$ cat src/rtl/thermoMuxPkg.sv
package thermoMuxPkg;

  // Width of the word handled by tree level k of an n-bit decoder.
  function automatic int levelWidth(input int n, input int k);
    return (1 << (n - k)) - 1;
  endfunction

  // Bit offset of level k inside the flattened level chain.
  function automatic int levelOffset(input int n, input int k);
    int sum;
    sum = 0;
    for (int j = 0; j < k; j++) sum += levelWidth(n, j);
    return sum;
  endfunction

  // Total bits carried by all levels together.
  function automatic int chainWidth(input int n);
    return levelOffset(n, n);
  endfunction

endpackage

$ cat src/rtl/thermoStageReg.sv
module thermoStageReg #(
  parameter int W  = 1,
  parameter bit EN = 1'b1
) (
  input  logic         clk,
  input  logic         rstN,
  input  logic [W-1:0] d,
  output logic [W-1:0] q
);

  generate
    if (EN) begin : g_reg
      logic [W-1:0] held;
      always_ff @(posedge clk or negedge rstN) begin
        if (!rstN) held <= '0;
        else       held <= d;
      end
      assign q = held;
    end else begin : g_wire
      assign q = d;
    end
  endgenerate

endmodule

$ cat src/rtl/thermoMuxLevel.sv
module thermoMuxLevel #(
  parameter int W = 3
) (
  input  logic [W-1:0]       vecIn,
  output logic               bitOut,
  output logic [(W-1)/2-1:0] vecOut
);

  localparam int HALF = (W - 1) / 2;
  localparam int MID  = HALF;

  // Middle bit settles this level's output bit and picks the half kept.
  assign bitOut = vecIn[MID];
  assign vecOut = bitOut ? vecIn[W-1:MID+1] : vecIn[MID-1:0];

endmodule

$ cat src/rtl/thermoMuxTree.sv
module thermoMuxTree #(
  parameter int N = 4
) (
  input  logic [(1<<N)-2:0] thermo,
  output logic [N-1:0]      bin
);

  import thermoMuxPkg::*;

  localparam int TW   = (1 << N) - 1;
  localparam int TOTW = chainWidth(N);
  localparam int LAST = levelOffset(N, N - 1);

  logic [TOTW-1:0] chain;

  assign chain[0 +: TW] = thermo;

  generate
    for (genvar k = 0; k < N - 1; k++) begin : g_level
      localparam int WK = levelWidth(N, k);
      localparam int WN = levelWidth(N, k + 1);
      localparam int OK = levelOffset(N, k);
      localparam int ON = levelOffset(N, k + 1);
      thermoMuxLevel #(.W(WK)) u_level (
        .vecIn (chain[OK +: WK]),
        .bitOut(bin[N-1-k]),
        .vecOut(chain[ON +: WN])
      );
    end
  endgenerate

  // The final level holds a single bit, which is the LSB.
  assign bin[0] = chain[LAST];

endmodule

$ cat src/rtl/thermoMuxDecoder.sv
module thermoMuxDecoder #(
  parameter int N       = 4,
  parameter bit IN_REG  = 1'b1,
  parameter bit OUT_REG = 1'b1
) (
  input  logic              clk,
  input  logic              rstN,
  input  logic [(1<<N)-2:0] thermoIn,
  output logic [N-1:0]      binOut
);

  localparam int TW = (1 << N) - 1;

  logic [TW-1:0] thermoStaged;
  logic [N-1:0]  binComb;

  thermoStageReg #(.W(TW), .EN(IN_REG)) u_inStage (
    .clk (clk),
    .rstN(rstN),
    .d   (thermoIn),
    .q   (thermoStaged)
  );

  thermoMuxTree #(.N(N)) u_tree (
    .thermo(thermoStaged),
    .bin   (binComb)
  );

  thermoStageReg #(.W(N), .EN(OUT_REG)) u_outStage (
    .clk (clk),
    .rstN(rstN),
    .d   (binComb),
    .q   (binOut)
  );

endmodule

$ cat config.mk
export PLATFORM = sky130hd
export DESIGN_NAME = thermoMuxDecoder
export DESIGN_NICKNAME = d
export VERILOG_FILES = /design/src/rtl/thermoMuxPkg.sv /design/src/rtl/thermoStageReg.sv /design/src/rtl/thermoMuxLevel.sv /design/src/rtl/thermoMuxTree.sv /design/src/rtl/thermoMuxDecoder.sv
export SDC_FILE = /design/constraint.sdc
export NUM_CORES = 1
export LEC_CHECK = 0
export BUFFER_PORTS_ARGS = -buffer_cell sky130_fd_sc_hd__clkbuf_2
export CAP_MARGIN = 30
export CORE_MARGIN = 2
export CORE_UTILIZATION = 40
export DETAILED_ROUTE_END_ITERATION = 7
export PLACE_DENSITY = 0.67
export SKIP_LAST_GASP = 1
export SYNTH_ARGS = -nofsm -noshare
export SYNTH_HDL_FRONTEND = slang
export SYNTH_SLANG_ARGS = --single-unit
$ cat constraint.sdc
create_clock -name clk -period 1.3 [get_ports clk]
set_input_delay 0.13 -clock clk [delete_from_list [all_inputs] [get_ports clk]]
set_output_delay 0.13 -clock clk [all_outputs]
set_load 0.02 [all_outputs]
==> results of run 1 <==
registers in the layout, summed over array words and instances (netlist names):
signal	cells
u_inStage.q	15
u_outStage.q	4
metrics by stage:
step | setup slack (ns) | power (mW) | hold slack (ns)
finish | 0.05678 | 1.050 | 0.3087
global route | -0.02037 | 1.119 | 0.3336
CTS | 0.008172 | 1.067 | 0.3143
detailed placement | 0.001031 | 0.7443 | 0.09011
global placement | 0.03940 | 0.7435 | 0.09120
floorplan | 0.02893 | 0.6896 | -0.1656
cell type report:
class                      instances  area share (%)
timing repair buffer              38           29.81
multi-input combinational         14           13.41
clock buffer                       4           2.846
sequential                        19           51.49
tap                               15           2.033
inverter                           1          0.4065
worst max path at each step:
stage,start,end,slack (ns)
2_1_floorplan,u_inStage.q[11],u_outStage.q[0],0.03
3_3_place_gp,u_inStage.q[11],u_outStage.q[0],0.04
3_5_place_dp,u_inStage.q[11],u_outStage.q[0],0.001
4_1_cts,u_inStage.q[11],u_outStage.q[0],0.008
5_1_grt,u_inStage.q[11],u_outStage.q[0],-0.02
6_report,u_inStage.q[11],u_outStage.q[0],0.06
synthesized netlist by cell type:
master     instances
a2111oi_0          2
and2b_4            1
and3_1             2
dfrtp_1           19
inv_1              1
mux2_2             1
mux2_4             1
mux2i_1            3
nand2_1            1
nor2b_1            1
nor4_1             1
o21ai_0            1
worst register-to-register path: cells and delay by family, from the launching register on:
| kind | cells | cell delay (ns) |
|---|---|---|
| DFF | 1 | 0.40 |
| AOI/OAI and AO/OA | 1 | 0.33 |
| muxes | 1 | 0.32 |
| and+or+nand+nor | 1 | 0.08 |
layer usage:
| metal | up-vias | routed length (um) | GRT usage (%) |
|---|---|---|---|
| met5 | - | 0 | 0 |
| met4 | 0 | 0 | 5.625 |
| met3 | 0 | 51 | 3.879 |
| met2 | 18 | 490 | 22.42 |
| met1 | 186 | 368 | 12.92 |
| li1 | 203 | - | - |
power groups by stage:
stage          combinational, mW  clock (mW)  sequential, mW
3_3_place_gp              0.0938           0           0.650
2_1_floorplan             0.0255           0           0.664
3_5_place_dp              0.0943           0           0.650
5_1_grt                    0.148       0.329           0.642
4_1_cts                    0.133       0.296           0.638
6_report                   0.134       0.278           0.638
logic make-up after synthesis:
kind of cell / synth area share (%)
flops: 79.67
simple gates: 6.499
buf+inv: 0.6283
mux: 9.433
compound gates: 3.773
repair_timing:
action,4_1_cts,5_1_grt
pin swaps,0,0
hold buffers,16,0
endpoints found under the hold margin,34,0
gates resized for setup,1,1
endpoints found under the setup margin,1,1
==> summary.txt, run 1 <==
Outcome
  • Outcome: completed

Die
  • # rows: 13
  • Die Area: 1817 um^2
  • Initial Utilization: 44.21%
  • Chip height: 42.63 um
  • Die Wd: 42.63 um
  • Io pins: 21
  • Core area: 1350 um^2

Power
  • Leak Pwr: 0.4557 nW
  • Max IR drop VDD: 0.7833 mV
  • Sequential Power Share: 60.8%
  • Clock power share: 26.5%
  • PwrDens: 1137 nW/um^2
  • Switch Pwr: 0.2270 mW
  • Pint: 0.8231 mW
  • Switching Share: 21.62%
  • Combinational share of power: 12.7%

Placement
  • Cell count after placement: 71
  • Final Wtd Congestion: 0.6577
  • Post-placement cell area: 730.7 um^2
  • Port bufs: 20
  • Post-DP HPWL: 575.5 um

Route
  • Final wirelength: 909 um
  • DR pass1 iterations: 2
  • Routed length per instance: 9.989 um
  • DRT antenna net count: 0
  • Vias per std cell: 4.473
  • Number of DRC markers in iteration 0: 3
  • Via count: 407
  • DRC Markers: 0

Critical path
  • Critical path launch point type: register
  • Arrival @ worst endpoint: 1.41 ns
  • Crit path depth: 3
  • Critical-path top delay cell: dfrtp_1
  • Worst path cell trace: mux2_4, a2111oi_2, nor4_1
  • CP required: 1.46 ns
  • CP Max Fanout: 3
  • Type of the worst setup path: reg2reg
  • Setup slack, reg-to-reg: 0.06 ns
  • Worst r2r src: u_inStage.q[11]
  • Family with the most delay on the worst path: flip-flops
  • Crit. End Element: register
  • Critical path buffers and inverters: 0
  • Worst r2r dst: u_outStage.q[0]
  • Critical path's largest stage delay: 0.40 ns
  • Reg2Reg Depth: 3

GRT
  • Number of global-route vias before repair: 420
  • Overall routing resource usage: 12.45%
  • First-pass GRT wire length: 1.635 mm
  • Initial antenna violation count: 0
  • Grt ovf: 0
  • Pin count of the biggest net entering global routing: 20

Finish
  • Layout area overhead: 54.72%
  • Nets: 94
  • Share of cells above drive strength 1: 38.16%
  • Final core utilization: 68.40%
  • Post-Layout Cell Count: 91
  • Area occupied by multi-input gates: 123.9 um^2
  • Final Cell Area: 923.4 um^2
  • Most frequent cells in the layout: clkbuf_2, dfrtp_1, dlygate4sd3_1, mux2i_1, clkbuf_4
  • Commonest non-fill, non-tap cell in the layout: clkbuf_2
  • Fillcell total: 101
  • Reg area: 475.5 um^2
  • Diode count: 0

Timing
  • Slew headroom: 71.18%
  • Period utilization: 95.63%
  • Total Neg Setup Slack: 0 ns
  • Worst-Margin Slew: 0.4324 ns
  • Max Fclk: 804.4 MHz
  • Count of final setup violators: 0
  • Final-report hold violation count: 0
  • Slew Viols, Final: 0
  • Minimum clock period after layout: 1.243 ns
  • Setup Skew: 0.001721 ns

Clock network
  • Clk buf depth: 2
  • CTS tree: done
  • CTS Sinks: 19
  • Root buffer cell: clkbuf_4
  • Post-CTS setup buffers: 0
  • # H-tree levels: 1
  • Clk pin slew, worst setup/hold paths: 0.10 ns
  • CTS buffer count: 3
  • Worst-Skew Late Latency: 0.28 ns

Logic synthesis
  • Cells after Synth: 34
  • Synth cell types: 12
  • Sequential element share of the synthesized area: 79.66%
  • Post-synth net total: 51
  • Yosys warning total: 0
  • Avg Inst Size Synth: 17.55 um^2
  • Synthesized area: 596.8 um^2
  • Cell taking the most area after synthesis: dfrtp_1
  • Top-area cell type share of the netlist area: 79.66%
  • Top cells by area, synth: dfrtp_1, mux2i_1, a2111oi_0, mux2_4, and3_1
  • Yosys reg bits: 19

Run
  • Max_cap viols: 0

Min path
  • HP Class: in2async
(Power assumes the default switching activity.)
==> run 2: changes to the inputs <==
Clock period 1.3 ns to 1.05 ns, I/O delays scaled along.
==> run 2 against run 1 <==
Compared with the run above: the flow now finishes with violations (negative setup slack); highest routed layer is now met4; sequential cell count is the same; total power grew 31%; clock power grew 32%; register-to-register slack lost 0.26 ns; clock skew grew 0.0041 ns; hold slack lost 0.047 ns; sequential power grew 25%; cell count grew 4.4%; setup slack lost 0.26 ns; first-iteration DRC count shrank 33%; design area grew 10%; largest power group unchanged; wire length grew 54%.
==> summary.txt, run 2 (synthesized netlist as in run 1, its figures left out) <==
Timing
  • Minimum clock period after layout: 1.255 ns (+0.01154 ns)
  • Count of final setup violators: 2 (+2)
  • Slew Viols, Final: 0 (unchanged)
  • Slew headroom: 70.50% (-0.67 points)
  • Period utilization: 119.5% (+24 points)
  • RSZ-0062 raised after global routing: true
  • Setup Skew: 0.005794 ns (+0.004074 ns)
  • Setup ws final: -0.2048 ns (-0.2615 ns)
  • Final-report hold violation count: 0 (unchanged)
  • Worst-Margin Slew: 0.4425 ns (+0.01011 ns)
  • Max Fclk: 797.0 MHz (-0.92%)

Power
  • Combinational share of power: 15.5% (+2.8 points)
  • PwrDens: 1359 nW/um^2 (+19%)
  • Sequential Power Share: 57.8% (-3.0 points)
  • Switching Share: 24.11% (+2.5 points)
  • Leak Pwr: 0.4761 nW (+4.5%)
  • Clock power share: 26.7% (+0.2 points)
  • Switch Pwr: 0.3329 mW (+47%)
  • Pint: 1.048 mW (+27%)
  • Max IR drop VDD: 1.249 mV (+59%)

Placement
  • Cell count after placement: 73 (+2.8%)
  • Final Wtd Congestion: 0.6729 (+2.3%)
  • Post-DP HPWL: 672.1 um (+17%)
  • Setup WS pre-CTS: -0.2421 ns (-0.2432 ns)
  • Port bufs: 20 (unchanged)

Clock network
  • Clk pin slew, worst setup/hold paths: 0.10 ns (about the same)
  • Root buffer cell: clkbuf_4
  • CTS buffer count: 3 (unchanged)
  • Worst-Skew Late Latency: 0.30 ns (+0.02 ns)
  • Clk buf depth: 2 (unchanged)
  • # H-tree levels: 1 (unchanged)
  • CTS Sinks: 19 (unchanged)
  • CTS tree: done

Finish
  • Share of cells above drive strength 1: 50.00% (+12 points)
  • Reg area: 478.0 um^2 (+0.53%)
  • Nets: 98 (+4.3%)
  • Area occupied by multi-input gates: 183.9 um^2 (+48%)
  • Diode count: 0 (unchanged)
  • Largest register FFs: 15 (unchanged)
  • Commonest non-fill, non-tap cell in the layout: clkbuf_2
  • Most frequent cells in the layout: clkbuf_2, dfrtp_1, dlygate4sd3_1, buf_4, clkbuf_4
  • Layout area overhead: 70.23%
  • Fillcell total: 80 (-21%)
  • Post-Layout Cell Count: 95 (+4.4%)

Die
  • Initial Utilization: 44.21% (unchanged)
  • # rows: 13 (unchanged)
  • Io pins: 21 (unchanged)
  • Core area: 1350 um^2 (unchanged)
  • Die Wd: 42.63 um (unchanged)
  • Die Area: 1817 um^2 (unchanged)
  • Chip height: 42.63 um (unchanged)

Run
  • Max_cap viols: 0 (unchanged)

Route
  • Final wirelength: 1.403 mm (+54%)
  • DRT antenna net count: 0 (unchanged)
  • DR pass1 iterations: 4 (+2)
  • DRC Markers: 0 (unchanged)
  • Vias per std cell: 4.737 (+5.9%)
  • Routed length per instance: 14.77 um (+48%)
  • Via count: 450 (+11%)
  • Number of DRC markers in iteration 0: 2 (-1)

GRT
  • Initial antenna violation count: 0 (unchanged)
  • Pin count of the biggest net entering global routing: 20 (unchanged)
  • Number of global-route vias before repair: 479 (+14%)
  • Grt ovf: 0 (unchanged)
  • Overall routing resource usage: 17.47% (+5.0 points)
  • First-pass GRT wire length: 2.145 mm (+31%)

Min path
  • HP Class: in2async

Outcome
  • Violated checks: negative setup slack
  • Outcome: finished, violations left

Critical path
  • CP Max Fanout: 4 (+1)
  • Type of the worst setup path: reg2reg
  • Crit. End Element: register
  • Critical path launch point type: register
  • Setup slack, reg-to-reg: -0.20 ns (-0.26 ns)
  • Worst r2r dst: u_outStage.q[0]
  • Reg2Reg Depth: 4 (+1)
  • Arrival @ worst endpoint: 1.44 ns (+0.03 ns)
  • Worst r2r src: u_inStage.q[3]
  • CP required: 1.24 ns (-0.22 ns)
==> run 2: changes by cell type in the layout (fill, tap and decap cells not counted), sizes merged <==
cell  before  now
buf        2    6
==> run 2: how the worst max path moves through the flow <==
| stage | slack, ns | startpoint | cells past startpoint | end |
|---|---|---|---|---|
| after floorplan | -0.18 | u_inStage.q[11] | 3 | u_outStage.q[0] |
| after global placement | -0.16 | u_inStage.q[11] | 3 | u_outStage.q[0] |
| after detailed placement | -0.24 | u_inStage.q[3] | 3 | u_outStage.q[0] |
| after CTS | -0.16 | u_inStage.q[3] | 4 | u_outStage.q[0] |
| after global routing | -0.26 | u_inStage.q[11] | 4 | u_outStage.q[0] |
| final | -0.20 | u_inStage.q[3] | 4 | u_outStage.q[0] |
==> run 2: per-layer routing <==
metal	track usage [%]	up-vias	share of wire, %
li1	-	212	-
met1	16.43	210	33
met2	31.52	21	57
met3	3.879	7	5.6
met4	13.75	0	4.5
met5	0	-	0
==> run 2: power groups by stage <==
stage               Sequential [mW]  Combinational, mW  Clock, mW
finish                        0.799              0.214      0.368
global route                  0.803              0.232      0.407
CTS                           0.793              0.196      0.364
detailed placement            0.806              0.134          0
global placement              0.806              0.131          0
floorplan                     0.825             0.0390          0
==> run 2: area by class of cell <==
class	instances	area share, %
inverter	1	0.3695
timing repair buffer	42	30.05
clock buffer	4	2.586
tap	15	1.847
multi-input combinational	14	18.10
sequential	19	47.04
==> run 2: metrics by stage <==
step / setup TNS [ns] / power [mW] / hold slack (ns) / cell area [um^2] / util [%]
2_1_floorplan: -0.1827 / 0.8640 / -0.1906 / 616.8 / -
3_3_place_gp: -0.1607 / 0.9374 / 0.06585 / 765.7 / 56.72
6_report: -0.2491 / 1.381 / 0.2612 / 1016 / 75.25
5_1_grt: -0.3674 / 1.442 / 0.2974 / 1016 / 75.25
3_5_place_dp: -0.2421 / 0.9406 / 0.06617 / 765.7 / 56.72
4_1_cts: -0.1568 / 1.354 / 0.2841 / 988.4 / 73.22
==> run 2: critical path, stage by stage (launching register included) <==
cell and delay [ns]:
dfrtp_1 0.44, mux2i_2 0.32, buf_4 0.16, and3_4 0.19, nor4_4 0.03
==> run 2: timing repair <==
item | in CTS | in global routing
pin swaps | 2 | 1
hold buffers | 16 | 0
setup endpoints to repair | 1 | 3
gates resized for setup | 5 | 4
endpoints found under the hold margin | 34 | 0
buffers inserted | 2 | 0
